**src/rtl/hwcu_pkg.sv**
```systemverilog
package hwcu_pkg;
   localparam int SRC_W = 6;
   localparam int LD_W  = 8;

   localparam int SRC_PC  = 0;
   localparam int SRC_MDR = 1;
   localparam int SRC_RS1 = 2;
   localparam int SRC_RS2 = 3;
   localparam int SRC_IMM = 4;
   localparam int SRC_Z   = 5;

   localparam int LD_MAR  = 0;
   localparam int LD_MDR  = 1;
   localparam int LD_IR   = 2;
   localparam int LD_Y    = 3;
   localparam int LD_Z    = 4;
   localparam int LD_RD   = 5;
   localparam int LD_PC   = 6;
   localparam int LD_LINK = 7;

   localparam int MIN_STEPS = 8;

   typedef enum logic [2:0] {
      CLS_ALU_RR = 3'd0,
      CLS_ALU_RI = 3'd1,
      CLS_LOAD   = 3'd2,
      CLS_STORE  = 3'd3,
      CLS_BRANCH = 3'd4,
      CLS_JREL   = 3'd5,
      CLS_JIND   = 3'd6,
      CLS_JAL    = 3'd7
   } cls_e;
endpackage

```
**src/rtl/hwcu_step.sv**
```systemverilog
module hwcu_step #(
   parameter int STEPS  = 8,
   parameter bit ONEHOT = 1'b1
) (
   input  logic             clk,
   input  logic             rst,
   input  logic             adv,
   input  logic             restart,
   output logic [STEPS-1:0] t
);
   generate
      if (ONEHOT) begin : g_onehot
         logic [STEPS-1:0] t_q;
         always_ff @(posedge clk) begin
            if (rst || restart)
               t_q <= {{(STEPS-1){1'b0}}, 1'b1};
            else if (adv)
               t_q <= {t_q[STEPS-2:0], t_q[STEPS-1]};
         end
         assign t = t_q;
      end else begin : g_binary
         localparam int CW = $clog2(STEPS);
         logic [CW-1:0] c_q;
         always_ff @(posedge clk) begin
            if (rst || restart)
               c_q <= '0;
            else if (adv)
               c_q <= (c_q == CW'(STEPS-1)) ? '0 : c_q + 1'b1;
         end
         for (genvar i = 0; i < STEPS; i++) begin : g_dec
            assign t[i] = (c_q == CW'(i));
         end
      end
   endgenerate
endmodule

```
**src/rtl/hwcu_decode.sv**
```systemverilog
module hwcu_decode #(
   parameter int OPC_W = 6,
   parameter int CLS_W = 3,
   localparam int SUB_W = OPC_W - CLS_W,
   localparam int NCLS  = 1 << CLS_W
) (
   input  logic             clk,
   input  logic             rst,
   input  logic             cap,
   input  logic [OPC_W-1:0] op_in,
   output logic [NCLS-1:0]  cls,
   output logic [SUB_W-1:0] sub,
   output logic             nop_in
);
   logic [OPC_W-1:0] op_q;

   always_ff @(posedge clk) begin
      if (rst)
         op_q <= '0;
      else if (cap)
         op_q <= op_in;
   end

   generate
      for (genvar i = 0; i < NCLS; i++) begin : g_cls
         assign cls[i] = (op_q[OPC_W-1 -: CLS_W] == CLS_W'(i));
      end
   endgenerate

   assign sub    = op_q[SUB_W-1:0];
   assign nop_in = (op_in == '0);
endmodule

```
**src/rtl/hwcu_strobe.sv**
```systemverilog
module hwcu_strobe
   import hwcu_pkg::*;
#(
   parameter int STEPS = 8,
   parameter int NCLS  = 8,
   parameter int SUB_W = 3
) (
   input  logic             rst,
   input  logic [STEPS-1:0] t,
   input  logic [NCLS-1:0]  cls,
   input  logic [SUB_W-1:0] sub,
   input  logic             nop_in,
   input  logic             mem_rdy,
   input  logic             cond_ok,
   output logic [SRC_W-1:0] src,
   output logic [LD_W-1:0]  ld,
   output logic             mem_rd,
   output logic             mem_wr,
   output logic             pc_inc,
   output logic [SUB_W-1:0] alu_op,
   output logic [SUB_W-1:0] cond_sel,
   output logic             hold,
   output logic             last
);
   logic alu_c, mem_c, adr_c, pc_base;

   always_comb begin
      src      = '0;
      ld       = '0;
      mem_rd   = 1'b0;
      mem_wr   = 1'b0;
      pc_inc   = 1'b0;
      alu_op   = '0;
      cond_sel = '0;
      hold     = 1'b0;
      last     = 1'b0;

      alu_c   = cls[CLS_ALU_RR] | cls[CLS_ALU_RI];
      mem_c   = cls[CLS_LOAD] | cls[CLS_STORE];
      adr_c   = mem_c | cls[CLS_BRANCH] | cls[CLS_JREL];
      pc_base = cls[CLS_BRANCH] | cls[CLS_JREL];

      if (!rst) begin
         if (cls[CLS_BRANCH]) cond_sel = sub;

         // fetch
         if (t[0]) begin
            src[SRC_PC] = 1'b1;
            ld[LD_MAR]  = 1'b1;
         end
         if (t[1]) begin
            mem_rd = 1'b1;
            hold   = !mem_rdy;
         end
         if (t[2]) begin
            src[SRC_MDR] = 1'b1;
            ld[LD_IR]    = 1'b1;
            pc_inc       = 1'b1;
            last         = nop_in;
         end

         // ALU classes
         if (alu_c && t[3]) begin
            src[SRC_RS1] = 1'b1;
            ld[LD_Y]     = 1'b1;
         end
         if (alu_c && t[4]) begin
            src[SRC_RS2] = cls[CLS_ALU_RR];
            src[SRC_IMM] = cls[CLS_ALU_RI];
            ld[LD_Z]     = 1'b1;
            alu_op       = sub;
         end
         if (alu_c && t[5]) begin
            src[SRC_Z] = 1'b1;
            ld[LD_RD]  = 1'b1;
            last       = 1'b1;
         end

         // address-forming classes: base into Y, offset plus base into Z
         if (adr_c && t[3]) begin
            src[SRC_RS1] = mem_c;
            src[SRC_PC]  = pc_base;
            ld[LD_Y]     = 1'b1;
         end
         if (adr_c && t[4]) begin
            src[SRC_IMM] = 1'b1;
            ld[LD_Z]     = 1'b1;
         end

         // load and store
         if (mem_c && t[5]) begin
            src[SRC_Z] = 1'b1;
            ld[LD_MAR] = 1'b1;
         end
         if (cls[CLS_LOAD] && t[6]) begin
            mem_rd = 1'b1;
            hold   = !mem_rdy;
         end
         if (cls[CLS_LOAD] && t[7]) begin
            src[SRC_MDR] = 1'b1;
            ld[LD_RD]    = 1'b1;
            last         = 1'b1;
         end
         if (cls[CLS_STORE] && t[6]) begin
            src[SRC_RS2] = 1'b1;
            ld[LD_MDR]   = 1'b1;
         end
         if (cls[CLS_STORE] && t[7]) begin
            mem_wr = 1'b1;
            hold   = !mem_rdy;
            last   = mem_rdy;
         end

         // PC-relative transfers: branch is qualified by the condition
         if (pc_base && t[5]) begin
            src[SRC_Z] = 1'b1;
            ld[LD_PC]  = cls[CLS_JREL] | cond_ok;
            last       = 1'b1;
         end

         // register-indirect jump
         if (cls[CLS_JIND] && t[3]) begin
            src[SRC_RS1] = 1'b1;
            ld[LD_PC]    = 1'b1;
            last         = 1'b1;
         end

         // jump-and-link
         if (cls[CLS_JAL] && t[3]) begin
            src[SRC_PC] = 1'b1;
            ld[LD_LINK] = 1'b1;
         end
         if (cls[CLS_JAL] && t[4]) begin
            src[SRC_PC] = 1'b1;
            ld[LD_Y]    = 1'b1;
         end
         if (cls[CLS_JAL] && t[5]) begin
            src[SRC_IMM] = 1'b1;
            ld[LD_Z]     = 1'b1;
         end
         if (cls[CLS_JAL] && t[6]) begin
            src[SRC_Z] = 1'b1;
            ld[LD_PC]  = 1'b1;
            last       = 1'b1;
         end
      end
   end
endmodule

```
**src/rtl/hwcu_top.sv**
```systemverilog
module hwcu_top
   import hwcu_pkg::*;
#(
   parameter int OPC_W       = 6,
   parameter int CLS_W       = 3,
   parameter int STEPS       = 8,
   parameter bit ONEHOT_STEP = 1'b1,
   localparam int SUB_W = OPC_W - CLS_W,
   localparam int NCLS  = 1 << CLS_W
) (
   input  logic             clk,
   input  logic             rst,
   input  logic [OPC_W-1:0] mdr_op,
   input  logic             mem_rdy,
   input  logic             cond_ok,
   output logic [SRC_W-1:0] bus_src,
   output logic [LD_W-1:0]  reg_ld,
   output logic             mem_rd,
   output logic             mem_wr,
   output logic             pc_inc,
   output logic [SUB_W-1:0] alu_op,
   output logic [SUB_W-1:0] cond_sel
);
   generate
      if (CLS_W != 3) begin : g_bad_cls
         $error("hwcu_top: eight instruction classes need CLS_W of 3");
      end
      if (SUB_W < 1) begin : g_bad_sub
         $error("hwcu_top: OPC_W must leave a subfield below the class bits");
      end
      if (STEPS < MIN_STEPS) begin : g_bad_steps
         $error("hwcu_top: the longest instruction needs at least eight steps");
      end
   endgenerate

   logic [STEPS-1:0] t;
   logic [NCLS-1:0]  cls;
   logic [SUB_W-1:0] sub;
   logic             nop_in, hold, last;

   hwcu_step #(.STEPS(STEPS), .ONEHOT(ONEHOT_STEP)) u_step (
      .clk     (clk),
      .rst     (rst),
      .adv     (!hold),
      .restart (last),
      .t       (t)
   );

   hwcu_decode #(.OPC_W(OPC_W), .CLS_W(CLS_W)) u_dec (
      .clk    (clk),
      .rst    (rst),
      .cap    (t[2]),
      .op_in  (mdr_op),
      .cls    (cls),
      .sub    (sub),
      .nop_in (nop_in)
   );

   hwcu_strobe #(.STEPS(STEPS), .NCLS(NCLS), .SUB_W(SUB_W)) u_strb (
      .rst      (rst),
      .t        (t),
      .cls      (cls),
      .sub      (sub),
      .nop_in   (nop_in),
      .mem_rdy  (mem_rdy),
      .cond_ok  (cond_ok),
      .src      (bus_src),
      .ld       (reg_ld),
      .mem_rd   (mem_rd),
      .mem_wr   (mem_wr),
      .pc_inc   (pc_inc),
      .alu_op   (alu_op),
      .cond_sel (cond_sel),
      .hold     (hold),
      .last     (last)
   );
endmodule

```
**config.mk**
```make
export PLATFORM = sky130hd
export DESIGN_NAME = hwcu_top
export DESIGN_NICKNAME = d
export VERILOG_FILES = /design/src/rtl/hwcu_pkg.sv /design/src/rtl/hwcu_step.sv /design/src/rtl/hwcu_decode.sv /design/src/rtl/hwcu_strobe.sv /design/src/rtl/hwcu_top.sv
export SDC_FILE = /design/constraint.sdc
export NUM_CORES = 1
export LEC_CHECK = 0
export ABC_AREA = 1
export BUFFER_PORTS_ARGS = -buffer_cell sky130_fd_sc_hd__clkbuf_2
export CORE_MARGIN = 2
export CORE_UTILIZATION = 36
export CTS_CLUSTER_DIAMETER = 120
export DETAILED_ROUTE_END_ITERATION = 10
export GPL_TIMING_DRIVEN = 0
export PLACE_DENSITY_LB_ADDON = 0.15
export REMOVE_ABC_BUFFERS = 1
export SETUP_SLACK_MARGIN = 0.3
export SKIP_CTS_REPAIR_TIMING = 1
export SLEW_MARGIN = 15
export SYNTH_ARGS = -nofsm -noshare
export SYNTH_HDL_FRONTEND = slang
export SYNTH_HIERARCHICAL = 1
export SYNTH_SLANG_ARGS = --single-unit
```
**constraint.sdc**
```tcl
create_clock -name clk -period 3.55 [get_ports clk]
set_clock_uncertainty 0.05 [all_clocks]
set_input_delay 0.71 -clock clk [delete_from_list [all_inputs] [get_ports clk]]
set_output_delay 0.71 -clock clk [all_outputs]
set_load 0.02 [all_outputs]
```
==> results.py <==
metrics = {
    "floorplanning": {
        "die-area_mm2": 0.00361,
        "row_count": 20,
        "die_w_um": 60.1,
        "fp.coreArea_mm2": 0.00303,
        "die_h_um": 60.1,
        "initial_core_util": 0.374,
        "io_pins": 33,
    },
    "placement": {
        "gp_congestion": 0.805,
        "port_buffers": 32,
        "dp_cells": 259,
        "dp_hpwl_mm": 2.01,
    },
    "pwr": {
        "vdd_ir_drop_max_uv": 142,
        "swShare": 0.356,
        "p_int_uw": 273,
        "p_comb_frac": 0.280,
        "powerDensity_mw_per_mm2": 324,
        "p_leak_uw": 0.000681,
        "pwr-share-clk": 0.269,
        "switchingPower_uw": 151,
        "seqPwrFrac": 0.450,
        "p_total_uw": 423,
    },
    "logic_synthesis": {
        "ys_seq_area_frac": 0.247,
        "syn_area_mm2": 0.00113,
        "synth_compound_area_frac": 0.0596,
        "muxShareOfSynthArea": 0,
        "syn_inst": 192,
        "synth_seq_cells": 14,
        "ys_types": 24,
        "avgSynthCellArea_um2": 5.90,
        "synth_xor_area_frac": 0,
        "synth-adder-area-share": 0,
        "synth_top_family_by_area": "simple AND/OR/NAND/NOR gates",
        "synthSimpleGateAreaFrac": 0.513,
        "yosysWarnings": 6,
    },
    "clock_network": {
        "cts_tree": "yes",
        "worstSkewPairLatency_ns": 0.28,
        "clk_path_buf_depth": 2,
        "cts.clk_slew.worst_paths_ns": 0.08,
        "cts_sinks": 14,
        "cts_made_buffers": 3,
        "cts-htree-levels": 1,
        "cts-root-buf": "clkbuf_4",
    },
    "final_layout": {
        "area_delta_synth_final_pct": 15.1,
        "final_common_cell": "nand2_1",
        "mostFrequentLayoutCells": "nand2_1 (50), nor2_1 (39), clkbuf_2 (32)",
        "n_antenna_cell": 0,
        "regArea_um2": 280,
        "nets": 230,
        "stdcell_count": 263,
        "drive_above_1_share": 0.297,
        "fillers": 361,
        "multi_input_area_um2": 649,
    },
    "run": {
        "cap_viol_max_count": 0,
    },
    "worst_setup_path": {
        "crit_type": "flip-flop to primary output",
        "r2r_cells": 10,
        "r2r_slack_ns": 1.49,
        "startpoint_type": "flip-flop",
        "cp-end-kind": "primary output",
        "r2r_start": "u_dec/op_q[4]",
        "crit_arrival_ns": 1.94,
        "critPathRequiredTime_ns": 2.79,
        "cp_max_fo": 6,
        "reg2reg_to": "u_step/t[7]",
    },
    "sta": {
        "max-slew-margin-rel": 0.590,
        "slew_viol_final": 0,
        "period_share": 0.762,
        "fin_crit_ns": 2.70,
        "fmax_ghz": 0.370,
        "finalHoldViolations": 0,
        "tightest_slew_ns": 0.610,
        "setup_viol_count_final": 0,
        "rsz0062_at_grt": "no",
        "final.setup.tns_ns": 0,
    },
    "worst_hold_path": {
        "worstHoldStart": "u_dec/op_q[1]",
        "min_to": "u_dec/op_q[1]",
        "hold_path_class": "flip-flop to flip-flop",
        "hold_depth": 2,
    },
    "detailed_routing": {
        "routedWlPerCell_um": 9.84,
        "route.detailed.drc": 0,
        "routed_wl_mm": 2.59,
        "vias": 1116,
        "drtPass1Iterations": 4,
        "drtIter0Drc": 62,
        "viasPerCell": 4.24,
        "final_antenna_net_count": 0,
    },
    "global_route": {
        "antenna_found_initial": 0,
        "grt_pass1_vias": 1001,
        "overflow": 0,
        "grtUsageTotal": 0.166,
        "grt_pass1_wl_mm": 4.51,
        "grt_max_degree": 21,
    },
    "run_status": {
        "status": "complete, no violations",
    },
}
==> routing by layer <==
metal  routed length, µm  up-vias  GRT usage
met2                1120       25      0.267
met1                1340      462      0.226
li1                    -      627          -
met3                 105        2     0.0281
met5                   0        -          0
met4                  19        0     0.0476
==> sequential cells by signal, indices dropped and copies added (netlist names) <==
signal / count
u_step/t: 8
u_dec/op_q: 6
==> power groups by stage <==
stage / Sequential [µW] / Combinational (µW) / Clock (µW)
after floorplan: 189 / 87.8 / 0
after global placement: 195 / 119 / 0
after detailed placement: 194 / 118 / 0
after CTS: 191 / 119 / 120
after global routing: 194 / 136 / 126
final: 191 / 119 / 114
==> how the worst max path moves through the flow <==
stage | from | end | slack (ns) | depth (start not counted)
5_1_grt | u_dec/op_q[4] | bus_src[2] | 0.59 | 7
3_5_place_dp | rst | alu_op[2] | 1.06 | 5
3_3_place_gp | rst | alu_op[2] | 1.04 | 5
2_1_floorplan | u_dec/op_q[3] | alu_op[0] | 1.30 | 4
6_report | u_dec/op_q[4] | bus_src[2] | 0.85 | 7
4_1_cts | u_dec/op_q[4] | bus_src[2] | 0.81 | 7
==> cell type report <==
type / count / share of cell area
multi-input cells: 136 / 0.498
flip-flops and latches: 14 / 0.215
repair buffers: 32 / 0.123
inverters: 33 / 0.0949
well taps: 44 / 0.0422
clock buffers: 4 / 0.0278
==> per-stage QoR <==
stage	instance area, µm²	worst slack [ns]	utilization	hold WS [ns]
finish	1310	0.846	0.431	0.428
global route	1310	0.594	0.431	0.444
CTS	1310	0.812	0.431	0.431
detailed placement	1270	1.06	0.419	0.419
global placement	1270	1.04	0.419	0.410
floorplan	1050	1.30	-	0.399
==> critical path, cell delays in order, from the launching register on <==
cell and delay, ns:
dfxtp_1 0.45, inv_2 0.09, nor3_1 0.49, nor2_4 0.11
nand3_2 0.12, nand3_1 0.08, a21oi_1 0.15, clkbuf_2 0.19
==> cells in the mapped netlist <==
cell type	instances	area (µm²)
a21boi_1	1	7.51
a21oi_1	7	35.0
a21oi_2	1	8.76
buf_2	1	5.00
buf_4	5	37.5
buf_6	2	22.5
buf_8	1	15.0
dfxtp_1	14	280
inv_1	25	93.8
inv_2	8	30.0
nand2_1	50	188
nand2_2	7	43.8
nand2_4	1	11.3
nand3_1	4	20.0
nand3_2	1	10.0
nor2_1	39	146
nor2_2	4	25.0
nor2_4	2	22.5
nor2_8	1	20.0
nor3_1	11	55.1
nor3_2	4	40.0
o21ai_0	1	5.00
o21ai_1	1	5.00
o22ai_1	1	6.26
==> cells by family (layout without fill, tap and decap cells) <==
| kind of cell | after synthesis | in the layout |
|---|---|---|
| buffers and inverters | 42 | 69 |
| AOI/OAI and AO/OA | 12 | 12 |
| and+or+nand+nor | 124 | 124 |
| DFF | 14 | 14 |
Power figures use the tool's default switching activity.
